File: src/rtl/sar_seq_pkg.sv
package sar_seq_pkg;

   typedef enum logic [1:0] {
      PH_IDLE    = 2'd0,
      PH_SETTLE  = 2'd1,
      PH_RESOLVE = 2'd2
   } seq_phase_e;

   function automatic int unsigned idx_bits(input int unsigned width);
      return (width > 1) ? $clog2(width) : 1;
   endfunction

endpackage

File: src/rtl/sar_seq_timer.sv
module sar_seq_timer
   import sar_seq_pkg::*;
#(
   parameter int unsigned WIDTH         = 12,
   parameter int unsigned SETTLE_CYCLES = 1,
   localparam int unsigned IDX_W        = idx_bits(WIDTH),
   localparam int unsigned SCNT_W       = (SETTLE_CYCLES > 2) ? $clog2(SETTLE_CYCLES) : 1
) (
   input  logic             clk,
   input  logic             rst_n,
   input  logic             start_req,
   output logic             busy_q,
   output logic             load_half,
   output logic             decide,
   output logic             done_stb,
   output logic [IDX_W-1:0] bit_idx
);

   localparam logic [IDX_W-1:0] TOP_IDX = IDX_W'(WIDTH - 1);

   seq_phase_e       phase_q;
   logic [IDX_W-1:0] idx_q;

   assign busy_q    = (phase_q != PH_IDLE);
   assign load_half = (phase_q == PH_IDLE) && start_req;
   assign decide    = (phase_q == PH_RESOLVE);
   assign done_stb  = decide && (idx_q == '0);
   assign bit_idx   = idx_q;

   generate
      if (SETTLE_CYCLES == 1) begin : g_no_settle
         always_ff @(posedge clk or negedge rst_n) begin
            if (!rst_n) begin
               phase_q <= PH_IDLE;
               idx_q   <= '0;
            end else begin
               unique case (phase_q)
                  PH_IDLE: if (start_req) begin
                     phase_q <= PH_RESOLVE;
                     idx_q   <= TOP_IDX;
                  end
                  PH_RESOLVE: begin
                     if (idx_q == '0) phase_q <= PH_IDLE;
                     else             idx_q   <= idx_q - 1'b1;
                  end
                  default: phase_q <= PH_IDLE;
               endcase
            end
         end
      end else begin : g_settle
         logic [SCNT_W-1:0] wait_q;
         always_ff @(posedge clk or negedge rst_n) begin
            if (!rst_n) begin
               phase_q <= PH_IDLE;
               idx_q   <= '0;
               wait_q  <= '0;
            end else begin
               unique case (phase_q)
                  PH_IDLE: if (start_req) begin
                     phase_q <= PH_SETTLE;
                     wait_q  <= SCNT_W'(SETTLE_CYCLES - 2);
                  end
                  PH_SETTLE: begin
                     if (wait_q == '0) begin
                        phase_q <= PH_RESOLVE;
                        idx_q   <= TOP_IDX;
                     end else begin
                        wait_q <= wait_q - 1'b1;
                     end
                  end
                  PH_RESOLVE: begin
                     if (idx_q == '0) phase_q <= PH_IDLE;
                     else             idx_q   <= idx_q - 1'b1;
                  end
                  default: phase_q <= PH_IDLE;
               endcase
            end
         end
      end
   endgenerate

   // bits walk downward by exactly one position per edge
   a_r5_bit_order: assert property (@(posedge clk) disable iff (!rst_n)
      (decide && idx_q != '0) |=> (decide && idx_q == $past(idx_q) - 1'b1));

   // a running conversion never returns to the start of its sequence
   a_r8_no_restart: assert property (@(posedge clk) disable iff (!rst_n)
      (decide && idx_q != TOP_IDX) |=> (phase_q != PH_SETTLE && idx_q != TOP_IDX));

endmodule

File: src/rtl/sar_seq_trial.sv
module sar_seq_trial
   import sar_seq_pkg::*;
#(
   parameter int unsigned WIDTH = 12,
   localparam int unsigned IDX_W = idx_bits(WIDTH)
) (
   input  logic             clk,
   input  logic             rst_n,
   input  logic             load_half,
   input  logic             decide,
   input  logic [IDX_W-1:0] bit_idx,
   input  logic             cmp_above,
   output logic [WIDTH-1:0] trial_q,
   output logic [WIDTH-1:0] trial_d
);

   localparam logic [WIDTH-1:0] HALF_CODE = WIDTH'(1) << (WIDTH - 1);

   always_comb begin
      trial_d          = trial_q;
      trial_d[bit_idx] = cmp_above;
      if (bit_idx != '0) trial_d[bit_idx - 1'b1] = 1'b1;
   end

   always_ff @(posedge clk or negedge rst_n) begin
      if (!rst_n)         trial_q <= '0;
      else if (load_half) trial_q <= HALF_CODE;
      else if (decide)    trial_q <= trial_d;
   end

   logic [WIDTH-1:0] cur_bit;
   logic [WIDTH-1:0] upto_mask;
   assign cur_bit   = WIDTH'(1) << bit_idx;
   assign upto_mask = cur_bit | (cur_bit - 1'b1);

   // when a bit is under trial it is set and every lower bit is clear
   a_r4_trial_shape: assert property (@(posedge clk) disable iff (!rst_n)
      decide |-> ((trial_q & upto_mask) == cur_bit));

endmodule

File: src/rtl/sar_seq_hold.sv
module sar_seq_hold #(
   parameter int unsigned WIDTH = 12
) (
   input  logic             clk,
   input  logic             rst_n,
   input  logic             done_stb,
   input  logic [WIDTH-1:0] final_code,
   output logic [WIDTH-1:0] result_q
);

   always_ff @(posedge clk or negedge rst_n) begin
      if (!rst_n)        result_q <= '0;
      else if (done_stb) result_q <= final_code;
   end

endmodule

File: src/rtl/sar_conv_sequencer.sv
module sar_conv_sequencer
   import sar_seq_pkg::*;
#(
   parameter int unsigned WIDTH         = 12,
   parameter int unsigned SETTLE_CYCLES = 1,
   localparam int unsigned IDX_W        = idx_bits(WIDTH),
   localparam int unsigned BUSY_EDGES   = SETTLE_CYCLES + WIDTH,
   localparam int unsigned BCNT_W       = $clog2(BUSY_EDGES + 2)
) (
   input  logic             clk,
   input  logic             rst_n,
   input  logic             start_req,
   input  logic             cmp_above,
   output logic [WIDTH-1:0] trial_code,
   output logic             busy_n,
   output logic [WIDTH-1:0] result
);

   localparam logic [WIDTH-1:0] HALF_CODE = WIDTH'(1) << (WIDTH - 1);

   initial begin
      if (WIDTH < 2)
         $error("sar_conv_sequencer: WIDTH must be at least 2");
      if (SETTLE_CYCLES < 1)
         $error("sar_conv_sequencer: SETTLE_CYCLES must be at least 1");
   end

   logic             busy_q, load_half, decide, done_stb;
   logic [IDX_W-1:0] bit_idx;
   logic [WIDTH-1:0] trial_q, trial_d;

   sar_seq_timer #(.WIDTH(WIDTH), .SETTLE_CYCLES(SETTLE_CYCLES)) u_timer (
      .clk       (clk),
      .rst_n     (rst_n),
      .start_req (start_req),
      .busy_q    (busy_q),
      .load_half (load_half),
      .decide    (decide),
      .done_stb  (done_stb),
      .bit_idx   (bit_idx)
   );

   sar_seq_trial #(.WIDTH(WIDTH)) u_trial (
      .clk       (clk),
      .rst_n     (rst_n),
      .load_half (load_half),
      .decide    (decide),
      .bit_idx   (bit_idx),
      .cmp_above (cmp_above),
      .trial_q   (trial_q),
      .trial_d   (trial_d)
   );

   sar_seq_hold #(.WIDTH(WIDTH)) u_hold (
      .clk        (clk),
      .rst_n      (rst_n),
      .done_stb   (done_stb),
      .final_code (trial_d),
      .result_q   (result)
   );

   // Request preset takes effect without waiting for an edge
   assign trial_code = load_half ? HALF_CODE : trial_q;
   assign busy_n     = !(busy_q || load_half);

   // Edge counter used only by the length check
   logic [BCNT_W-1:0] busy_cnt;
   always_ff @(posedge clk or negedge rst_n) begin
      if (!rst_n)      busy_cnt <= '0;
      else if (busy_q) busy_cnt <= busy_cnt + 1'b1;
      else             busy_cnt <= '0;
   end

   // the registered trial enters the conversion at half scale
   a_r3_half_entry: assert property (@(posedge clk) disable iff (!rst_n)
      $rose(busy_q) |-> (trial_q == HALF_CODE));

   // finishing edge releases busy and the holding register matches the trial
   a_r6_release: assert property (@(posedge clk) disable iff (!rst_n)
      done_stb |=> (!busy_q && result == trial_q));

   // a conversion never outlasts its fixed number of edges
   a_r7_length: assert property (@(posedge clk) disable iff (!rst_n)
      busy_q |-> (busy_cnt < BCNT_W'(BUSY_EDGES)));

endmodule

File: config.mk
export PLATFORM = sky130hd
export DESIGN_NAME = sar_conv_sequencer
export DESIGN_NICKNAME = d
export VERILOG_FILES = /design/src/rtl/sar_seq_pkg.sv /design/src/rtl/sar_seq_timer.sv /design/src/rtl/sar_seq_trial.sv /design/src/rtl/sar_seq_hold.sv /design/src/rtl/sar_conv_sequencer.sv
export SDC_FILE = /design/constraint.sdc
export NUM_CORES = 1
export LEC_CHECK = 0
export BUFFER_PORTS_ARGS = -buffer_cell sky130_fd_sc_hd__buf_2
export CORE_AREA = 3 3 65 67
export DETAILED_ROUTE_END_ITERATION = 6
export DIE_AREA = 0 0 68 70
export PLACE_DENSITY = 0.76
export RECOVER_POWER = 100
export SYNTH_ARGS = -nofsm -noshare
export SYNTH_HDL_FRONTEND = slang
export SYNTH_SLANG_ARGS = --single-unit
export TNS_END_PERCENT = 100
File: constraint.sdc
create_clock -name clk -period 5.3 [get_ports clk]
set_input_delay 0.53 -clock clk [delete_from_list [all_inputs] [get_ports clk]]
set_output_delay 0.53 -clock clk [all_outputs]
set_load 0.1 [all_outputs]
* After elaboration in Yosys (flattened, before gate mapping)
Cells that the tools add are included.
** Cells by class
- $add $sub $neg :: 1
- Magnitude comparators :: 4
- Equality and inequality tests :: 4
- Muxes and demuxes :: 15
- Bitwise gates (word level) :: 1
- Reduce and logical (&&, ||, !) cells :: 14
** Operator list (count)
- $mux W12 :: 4
- $bwmux W12 :: 1
- $or A12 B12 Y12 :: 1
- $lt A4 B5 Y1 const B :: 2
- $demux W1 S4 :: 2
- $ge A4 B1 Y1 const B :: 2
- $mux W4 :: 2
- $pmux W4 S2 :: 1
- $ne A2 B2 Y1 const B :: 3
- $reduce_bool A2 Y1 :: 3
- $logic_and A1 B1 Y1 :: 4
- $logic_not A4 Y1 :: 1
- $mux W2 :: 2
- $pmux W2 S2 :: 1
- $reduce_bool A4 Y1 :: 1
- $sub A4 B1 Y4 const B :: 1
- $reduce_and A3 Y1 :: 1
- $eq A2 B2 Y1 const B :: 1
- $logic_not A2 Y1 :: 1
- $mux W1 :: 2
- $reduce_and A2 Y1 :: 1
- $logic_not A1 Y1 :: 1
- $logic_or A1 B1 Y1 :: 1
** Word-level totals
- Register bits :: 30
- Input bits :: 4
- Output and inout bits :: 25
- Logic and storage cells :: 43

* Longest topological paths before layout
Gate-level depths: netlist of the first run.
- Word-level depth :: 9
- Gate-level depth with buffers :: 6
- Depth with buffers taken out :: 5

* By module
Synthesis of the first run repeated with hierarchy kept, for this count alone.
** Second synthesis, totals
- Cell total of the unflattened synthesis :: 171
- Area total of the unflattened synthesis :: 1773.0 um^2
** By module, submodules not included
- sar_seq_trial :: times used 1, cells each 102, area an instance 897.1 um^2, sequential area each 300.3 um^2
- sar_seq_hold :: times used 1, cells each 25, area an instance 484.2 um^2, sequential area each 300.3 um^2
- sar_seq_timer :: times used 1, cells each 30, area an instance 301.5 um^2, sequential area each 125.1 um^2
- sar_conv_sequencer :: times used 1, cells each 14, area an instance 90.1 um^2, sequential area each 0.0 um^2

* Least setup slack after synthesis of the first run
No wires, ideal clock.
- Path kind :: input-to-output
- From :: in start_req
- To :: out trial_code[10]
- Data arrival time :: 1647 ps
- Required time :: 4770 ps
- Path slack :: 3123 ps
- Cell stages on the path :: 3
- Buffers on the path :: 1
- Cell sequence :: nand2b_1 -> clkbuf_1 -> and2_1
** Between the ends
- Cells in the longest elaborated chain, start to end :: 2
** Ends and longest elaborated chain
- from (decl) :: line sar_conv_sequencer.sv:12 : input logic start_req,
- $logic_and A1 B1 Y1 :: line sar_seq_timer.sv:25 : assign load_half = (phase_q == PH_IDLE) && start_req;
- $mux W12 :: line sar_conv_sequencer.sv:63 : assign trial_code = load_half ? HALF_CODE : trial_q;
- to (decl) :: line sar_conv_sequencer.sv:14 : output logic [WIDTH-1:0] trial_code,
No other way between the ends.

* Worst setup path in the final report of the first run
- From :: reg u_timer.phase_q[1]
- To :: out trial_code[3]
** Between the ends
- Cells in the longest elaborated chain, start to end :: 3
** Ends and longest elaborated chain
- from (decl) :: line sar_seq_timer.sv:21 : seq_phase_e phase_q;
- from (signal assigned) :: line sar_seq_timer.sv:34 : phase_q <= PH_IDLE;
- from (signal assigned) :: line sar_seq_timer.sv:39 : phase_q <= PH_RESOLVE;
- from (signal assigned) :: line sar_seq_timer.sv:43 : if (idx_q == '0) phase_q <= PH_IDLE;
- $logic_not A2 Y1 :: line sar_seq_timer.sv:25
- $logic_and A1 B1 Y1 :: line sar_seq_timer.sv:25
- $mux W12 :: line sar_conv_sequencer.sv:63
No other way between the ends.

==> impl_metrics.yaml, run 1 <==
clocking:
  clockBufferDepth: 2
  insertion_delay_ns: 0.29
  clk_transition_reported_paths_ns: 0.06
  hold_buffers: 0
  postCtsSetupBuffers: 0
  cts_tree: "built"
  cts_resized: 0
  cts_sinks: 29
  cts_max_level: 2
  root_buffer: "clkbuf_8"
  cts_made_buffers: 5
global_routing:
  grt_start_max_net_pins: 31
  track_usage: 0.197
  first_global_vias: 1408
  antenna_found_initial: 0
  grt_pass1_wl_mm: 7.16
  overflow: 0
yosys:
  synth_area_leaders: "dfrtp_1, mux2i_1, and2_1"
  synthAdderAreaFrac: 0.0345
  synth_xor_area_frac: 0.00483
  ys_warn_count: 0
  synth.ff_latch_count: 29
  ys.flop_type: "dfrtp_1"
  syn-num-nets: 190
  ys_seq_area_frac: 0.400
  async_flop_share: 1.00
  yosys.area_share.simple: 0.243
  syn-cell-area_um2: 1810
  synth_edf_count: 0
  syn_avg_cell_area_um2: 10.0
  synth_compound_area_frac: 0.162
  synth_cell_type_count: 46
  synth_top_family_by_area: "simple AND/OR/NAND/NOR gates"
  synth_top_area_frac: 0.400
  muxShareOfSynthArea: 0.0993
  netlist_instances: 181
  yosysTopAreaCell: "dfrtp_1"
drt:
  postRouteAntennaNets: 0
  drtIter0Drc: 70
  detail_route.first_pass.iterations: 4
  drc: 0
  vias: 1459
  wl_per_cell_um: 16.2
  viasPerCell: 5.79
  drt_wl_total_mm: 4.07
sta:
  fmax_mhz: 318
  slew_viol_final: 30
  relSlewSlack: -0.0245
  final.setup_skew_ns: 0.00459
  fin_setup_tns_ns: 0
  period_share: 0.593
  period_needed_ns: 3.14
  setup_viol: 0
  hold_viol_final: 0
  rsz0062_at_grt: "no"
  worst_slew_pin_slew_ns: 1.54
floorplan:
  rows: 22
  start_util: 0.492
  dieArea_um2: 4760
  core_um2: 3690
  die_width_um: 68
  die_h_um: 70
  io-pin-count: 29
worst_setup_path:
  crit_chain: "nand2b_1 > and2_1 > clkbuf_1"
  r2r_cells: 4
  crit_path_start_kind: "register"
  regToRegSetupSlack_ns: 3.03
  slowest_stage: "clkbuf_1"
  worst-path-max-fanout: 23
  endpoint: "trial_code[3]"
  worstPathRequired_ns: 4.77
  rr_endpoint: "u_hold.result_q[10]"
  cp.arrival_ns: 2.61
  end_kind: "primary output"
  reg2reg_from: "u_timer.bit_idx[1]"
  slowest_delay_ns: 0.86
  critPathKind: "register to primary output"
  startpoint: "u_timer.phase_q[1]"
job:
  cap_violations: 1
run_status:
  violations: "max-capacitance violations, max-slew violations"
  status: "finished with violations"
final_layout:
  diodes: 0
  layout.nets: 212
  drive_gt1_frac: 0.0833
  area_delta_synth_final_pct: 9.38
  final_core_util: 0.538
placed_design:
  io_buffers: 28
  hpwl_mm: 2.69
  place_congestion: 0.821
min_path:
  hold_class: "register to register"
==> stage by stage <==
step | cells | hold slack, ns | area, um2 | setup WS [ns]
3_3_place_gp | 244 | 0.486 | 1940 | 2.92
4_1_cts | 252 | 0.294 | 2020 | 2.57
3_5_place_dp | 244 | 0.491 | 1940 | 2.90
6_report | 252 | 0.502 | 1980 | 2.16
2_1_floorplan | 181 | 0.234 | 1810 | 3.12
5_1_grt | 252 | 0.526 | 1980 | 1.97
==> how the worst min path moves through the flow <==
stage | start | endpoint | slack (ns) | depth (start not counted)
2_1_floorplan | rst_n | u_hold.result_q[0] | 0.23 | 0
3_3_place_gp | u_hold.result_q[9] | u_hold.result_q[9] | 0.49 | 1
3_5_place_dp | u_hold.result_q[8] | u_hold.result_q[8] | 0.49 | 1
4_1_cts | rst_n | u_hold.result_q[4] | 0.29 | 1
5_1_grt | u_hold.result_q[8] | u_hold.result_q[8] | 0.53 | 1
6_report | u_hold.result_q[9] | u_hold.result_q[9] | 0.50 | 1
==> cells in the final DEF, fill, tap and decap left out, types with 2 or more instances in the layout <==
master	n
nor3b_1	3
o211ai_1	2
nor3b_2	2
mux2i_1	9
a22oi_1	3
clkbuf_8	5
nand3b_1	8
a221o_1	3
nand2b_1	3
and3_1	4
inv_1	6
nand4b_1	2
mux2_4	3
o21ai_0	4
a21oi_1	11
clkbuf_1	28
and4b_1	2
buf_2	3
dfrtp_1	29
mux2_2	4
nor2_1	15
ha_1	5
nor3_1	3
and2_1	11
nand3_1	6
o221ai_1	6
nor2b_1	3
a32o_1	4
a2bb2oi_1	2
nand4_1	2
==> synth_stat cells, types with 2 or more instances <==
library cell,n
inv_1,6
o211ai_1,2
o21ai_0,3
mux2i_1,9
nor3b_2,2
a22oi_1,3
and2_1,11
nor2_1,14
and4b_1,2
and3_1,4
nand4b_1,2
nand4_1,2
o221ai_1,6
nor3_1,3
a21oi_1,11
ha_1,5
nor2b_1,3
buf_6,2
buf_4,2
clkbuf_1,5
nand3_1,6
nand3b_1,8
mux2_4,3
dfrtp_1,29
a32o_1,4
buf_2,4
nor3b_1,3
a2bb2oi_1,2
nand2b_1,3
a221o_1,3
mux2_2,4
==> flip-flops by register name, summed over array words and instances (netlist names) <==
signal and flops:
u_timer.bit_idx 4, u_hold.result_q 12, u_timer.phase_q 1, u_trial.trial_q 12
==> layer usage <==
metal | vias up | global-route usage | share of wire
met2 | 48 | 0.269 | 0.44
met1 | 688 | 0.292 | 0.47
met3 | 6 | 0.0498 | 0.068
li1 | 717 | - | -
met4 | 0 | 0.0795 | 0.018
met5 | - | 0 | 0
==> critical path: cells and delay by family (launching register included) <==
kind | cells | cell delay, ns
buffers and inverters | 1 | 0.86
flip-flops | 1 | 0.75
AND/OR/NAND/NOR | 2 | 0.72
==> cell type report <==
cell class                 instances  area [um2]
clock buffer                       8        80.1
fill                             364        1700
inverter                           7        26.3
multi-input combinational        132         983
sequential                        29         726
tap                               48        60.1
timing repair buffer              28         109
==> logic make-up (layout without fill, tap and decap cells) <==
kind of cell               count (synthesis)  count (layout)
xor gates and xnor gates                   1               1
buffers and inverters                     20              43
DFF                                       29              29
adders and majority gates                  5               5
AOI/OAI and AO/OA                         40              40
muxes                                     16              16
and+or+nand+nor                           70              70
Power of run 1 is not shown: default switching activity piles up to over one toggle a cycle in this logic, so the estimate is an artifact.
==> inputs of run 2 (changes only) <==
==> constraint.sdc (replaced) <==
create_clock -name clk -period 3 [get_ports clk]
set_input_delay 0.3 -clock clk [delete_from_list [all_inputs] [get_ports clk]]
set_output_delay 0.3 -clock clk [all_outputs]
set_load 0.1 [all_outputs]
==> run 2 against run 1 <==
Net effect: the flow still finishes with violations (max-capacitance violations, max-slew violations); die area is the same; clock-buffer cell count is the same; clock skew shrank 0.0015 ns; final cell count grew 0.40%; core utilization grew 0.41 points; via count grew 0.41%; wire length grew 1.5%; final area grew 0.76%.
==> impl_metrics.yaml, run 2 (synthesized netlist as in run 1, its figures left out) <==
run_status:
  status: "finished with violations"
  violations: "max-capacitance violations, max-slew violations"
final_layout:
  area_delta_synth_final_pct: 10.2
  final_common_cell: "dfrtp_1"
  layout_common_cells: "dfrtp_1, clkbuf_1, nor2_1"
  final_core_util: 0.542
  layout.nets: 213
  drive_gt1_frac: 0.127
  fill_cells: 361
  diodes: 0
clocking:
  cts_sinks: 29
  insertion_delay_ns: 0.28
  clockBufferDepth: 2
  cts_max_level: 2
  cts_made_buffers: 5
  root_buffer: "clkbuf_8"
  postCtsSetupBuffers: 0
  cts_resized: 0
  cts_tree: "built"
  clk_transition_reported_paths_ns: 0.06
  hold_buffers: 0
worst_setup_path:
  worst-path-max-fanout: 22
  worstPathRequired_ns: 2.70
  r2r_cells: 4
  slowest_stage: "clkbuf_1"
  cpLargestDelayFamily: "buffers and inverters"
  cp.arrival_ns: 2.16
  reg2reg_from: "u_timer.bit_idx[0]"
  path_buf_inv: 2
  end_kind: "primary output"
  critPathKind: "register to primary output"
  crit_path_start_kind: "register"
  crit_chain: "buf_4 > nor2_2 > clkbuf_1"
  slowest_delay_ns: 0.91
  regToRegSetupSlack_ns: 0.82
  rr_endpoint: "u_hold.result_q[8]"
drt:
  drtIter0Drc: 108
  viasPerCell: 5.79
  vias: 1465
  drt_wl_total_mm: 4.13
  wl_per_cell_um: 16.3
  postRouteAntennaNets: 0
  detail_route.first_pass.iterations: 4
  drc: 0
sta:
  rsz0062_at_grt: "no"
  fin_setup_tns_ns: 0
  period_needed_ns: 2.46
  setup_viol: 0
  relSlewSlack: -0.0153
  period_share: 0.820
  final.setup_skew_ns: 0.00310
  fmax_mhz: 407
  hold_viol_final: 0
  slew_viol_final: 30
  worst_slew_pin_slew_ns: 1.52
global_routing:
  grt_start_max_net_pins: 31
  first_global_vias: 1383
  antenna_found_initial: 0
  grt_pass1_wl_mm: 6.79
  overflow: 0
  track_usage: 0.189
floorplan:
  die_width_um: 68
  dieArea_um2: 4760
  die_h_um: 70
  start_util: 0.492
  core_um2: 3690
  io-pin-count: 29
  rows: 22
placed_design:
  io_buffers: 28
  place_congestion: 0.872
  hpwl_mm: 2.75
job:
  cap_violations: 1
min_path:
  hold_start: "start_req"
  whs_path_depth: 3
  worstHoldEndpoint: "u_trial.trial_q[11]"
  hold_class: "input pin to register"
-- run 2: cell type report --
class | instances | area, um2 | area share
timing repair buffer | 29 | 126 | 0.0632
sequential | 29 | 726 | 0.363
tap | 48 | 60.1 | 0.0300
clock buffer | 8 | 80.1 | 0.0401
multi-input combinational | 132 | 981 | 0.491
inverter | 7 | 26.3 | 0.0131
-- run 2: how the worst max path moves through the flow --
| stage | startpoint | end | cells past startpoint |
|---|---|---|---|
| 3_5_place_dp | u_timer.bit_idx[0] | u_hold.result_q[0] | 4 |
| 2_1_floorplan | u_timer.phase_q[1] | u_trial.trial_q[1] | 4 |
| 5_1_grt | u_timer.phase_q[1] | trial_code[1] | 3 |
| 3_3_place_gp | u_timer.bit_idx[3] | u_hold.result_q[0] | 2 |
| 4_1_cts | u_timer.phase_q[1] | busy_n | 3 |
| 6_report | u_timer.phase_q[1] | busy_n | 3 |
-- run 2: worst min-delay path: stages --
cell	delay [ns]
buf_2	0.12
nor3_1	0.06
a21oi_1	0.12
-- run 2: routing by layer --
layer / track usage / share of wire / up-vias
li1: - / - / 718
met1: 0.272 / 0.49 / 695
met2: 0.266 / 0.43 / 45
met3: 0.0611 / 0.067 / 7
met4: 0.0618 / 0.014 / 0
met5: 0 / 0 / -
-- run 2: through the flow --
| step | instances | area [um2] | hold slack (ns) | setup slack, ns |
|---|---|---|---|---|
| global placement | 245 | 1950 | 0.350 | 1.11 |
| global route | 253 | 2000 | 0.410 | 0.435 |
| detailed placement | 245 | 1950 | 0.367 | 1.06 |
| floorplan | 181 | 1810 | 0.00441 | 1.06 |
| finish | 253 | 2000 | 0.355 | 0.541 |
| CTS | 253 | 2030 | 0.0545 | 0.944 |
Power of run 2 is left out for the same reason.
==> inputs of run 3 (changes only) <==
--- a/config.mk
+++ b/config.mk
@@ -9,7 +9,7 @@
 export CORE_AREA = 3 3 65 67
 export DETAILED_ROUTE_END_ITERATION = 6
 export DIE_AREA = 0 0 68 70
-export PLACE_DENSITY = 0.76
+export PLACE_DENSITY = 0.79
 export RECOVER_POWER = 100
 export SYNTH_ARGS = -nofsm -noshare
 export SYNTH_HDL_FRONTEND = slang
==> constraint.sdc (replaced) <==
create_clock -name clk -period 2.1 [get_ports clk]
set_input_delay 0.21 -clock clk [delete_from_list [all_inputs] [get_ports clk]]
set_output_delay 0.21 -clock clk [all_outputs]
set_load 0.1 [all_outputs]
==> run 3 against run 2 <==
Net effect: the flow now finishes without violations; core utilization grew 2.9 points; flip-flop and latch count is the same; critical path depth grew 2; non-clock buffer count grew 10; hold slack lost 0.077 ns; largest cell class unchanged.
==> impl_metrics.yaml, run 3 (synthesized netlist as in run 1, its figures left out) <==
run_status:
  status: "complete, no violations"
sta:
  setup_viol: 0
  fin_setup_tns_ns: 0
  slew_viol_final: 0
  relSlewSlack: 0.223
  hold_viol_final: 0
  worst_slew_pin_slew_ns: 1.17
  fmax_mhz: 526
  period_share: 0.906
  period_needed_ns: 1.90
  final.setup_skew_ns: 0.00566
  rsz0062_at_grt: "no"
global_routing:
  overflow: 0
  grt_pass1_wl_mm: 7.35
  grt_start_max_net_pins: 30
  antenna_found_initial: 0
  track_usage: 0.204
  first_global_vias: 1549
drt:
  top_layer: "met4"
  drc: 0
  wl_per_cell_um: 16.7
  drtIter0Drc: 66
  dr_wl_met3_um: 294
  vias: 1523
  viasPerCell: 5.81
  postRouteAntennaNets: 0
  dr_wl_met2_mm: 2.02
  detail_route.first_pass.iterations: 4
  met1_length_mm: 2.01
  drt_wl_total_mm: 4.39
final_layout:
  multi_input_area_um2: 977
  drive_gt1_frac: 0.182
  fill_cells: 338
  area.sequential_um2: 726
  instances_no_fill: 262
  layout_common_cells: "dfrtp_1, clkbuf_1, nor2_1"
  design_area_um2: 2110
  area_delta_synth_final_pct: 16.1
  layout.nets: 223
  final_core_util: 0.571
  diodes: 0
  final_common_cell: "dfrtp_1"
floorplan:
  die_h_um: 70
  core_um2: 3690
  rows: 22
  io-pin-count: 29
  dieArea_um2: 4760
  start_util: 0.492
  die_width_um: 68
clocking:
  root_buffer: "clkbuf_8"
  cts_sinks: 29
  cts_max_level: 2
  insertion_delay_ns: 0.28
  clk_transition_reported_paths_ns: 0.06
  postCtsSetupBuffers: 0
  cts_tree: "built"
  clockBufferDepth: 2
  cts_made_buffers: 5
placed_design:
  placed_cell_area_um2: 2190
  place_congestion: 0.903
  io_buffers: 28
  hpwl_mm: 3.10
  placed_cells: 254
job:
  cap_violations: 0
worst_setup_path:
  end_kind: "register"
  crit_path_start_kind: "register"
  worst-path-max-fanout: 8
  worstPathRequired_ns: 2.27
  cpLargestDelayFamily: "adder cells"
  critPathKind: "register to register"
  crit_chain: "clkbuf_1 > ha_1 > nand3b_1 > mux2_4 > a221o_1"
  slowest_stage: "ha_1"
  cp.arrival_ns: 2.07
  path_buf_inv: 1
  slowest_delay_ns: 0.36
min_path:
  hold_class: "input pin to register"
run 3: cell count changes in the layout (fill, tap and decap cells not counted), sizes merged:
cell / before / now
clkbuf: 25 / 33
dlygate4sd3: 0 / 1
run 3: routing by layer:
| metal | vias to the layer above | global-route usage |
|---|---|---|
| met5 | - | 0 |
| met4 | 0 | 0.104 |
| met3 | 10 | 0.0611 |
| met2 | 58 | 0.285 |
| met1 | 724 | 0.279 |
| li1 | 731 | - |
run 3: final timing paths:
| check | cells after the start | end | slack [ns] | start |
|---|---|---|---|---|
| min | 3 | u_trial.trial_q[11] | 0.28 | start_req |
| min reg2reg | 1 | u_hold.result_q[0] | 0.51 | u_hold.result_q[0] |
| min in group asynchronous | 2 | u_trial.trial_q[0] | 0.48 | rst_n |
| max | 5 | u_trial.trial_q[9] | 0.20 | u_timer.bit_idx[0] |
| max in group asynchronous | 2 | u_hold.result_q[10] | 1.20 | rst_n |
| max reg2reg | 5 | u_trial.trial_q[9] | 0.20 | u_timer.bit_idx[0] |
run 3: through the flow:
stage	hold WS, ns	setup WS, ns
floorplan	-0.0856	0.157
global placement	0.269	0.357
detailed placement	0.277	0.246
CTS	0.268	0.259
global route	0.324	0.0957
finish	0.278	0.198
run 3: tightest hold or removal path, cell delays in order:
cell and delay (ns):
buf_2 0.13, nor3_1 0.06, a21oi_1 0.11
run 3: timing repair:
action                                 CTS  global route
resized for setup                        0             0
hold buffers                             1             0
endpoints found under the hold margin   29             0
run 3: cell type report:
cell class | count | share of cell area
Multi-Input combinational cell | 132 | 0.464
Sequential cell | 29 | 0.345
Timing Repair Buffer | 39 | 0.109
Clock buffer | 7 | 0.0410
Tap cell | 48 | 0.0285
Inverter | 7 | 0.0125
Power of run 3 is left out for the same reason.
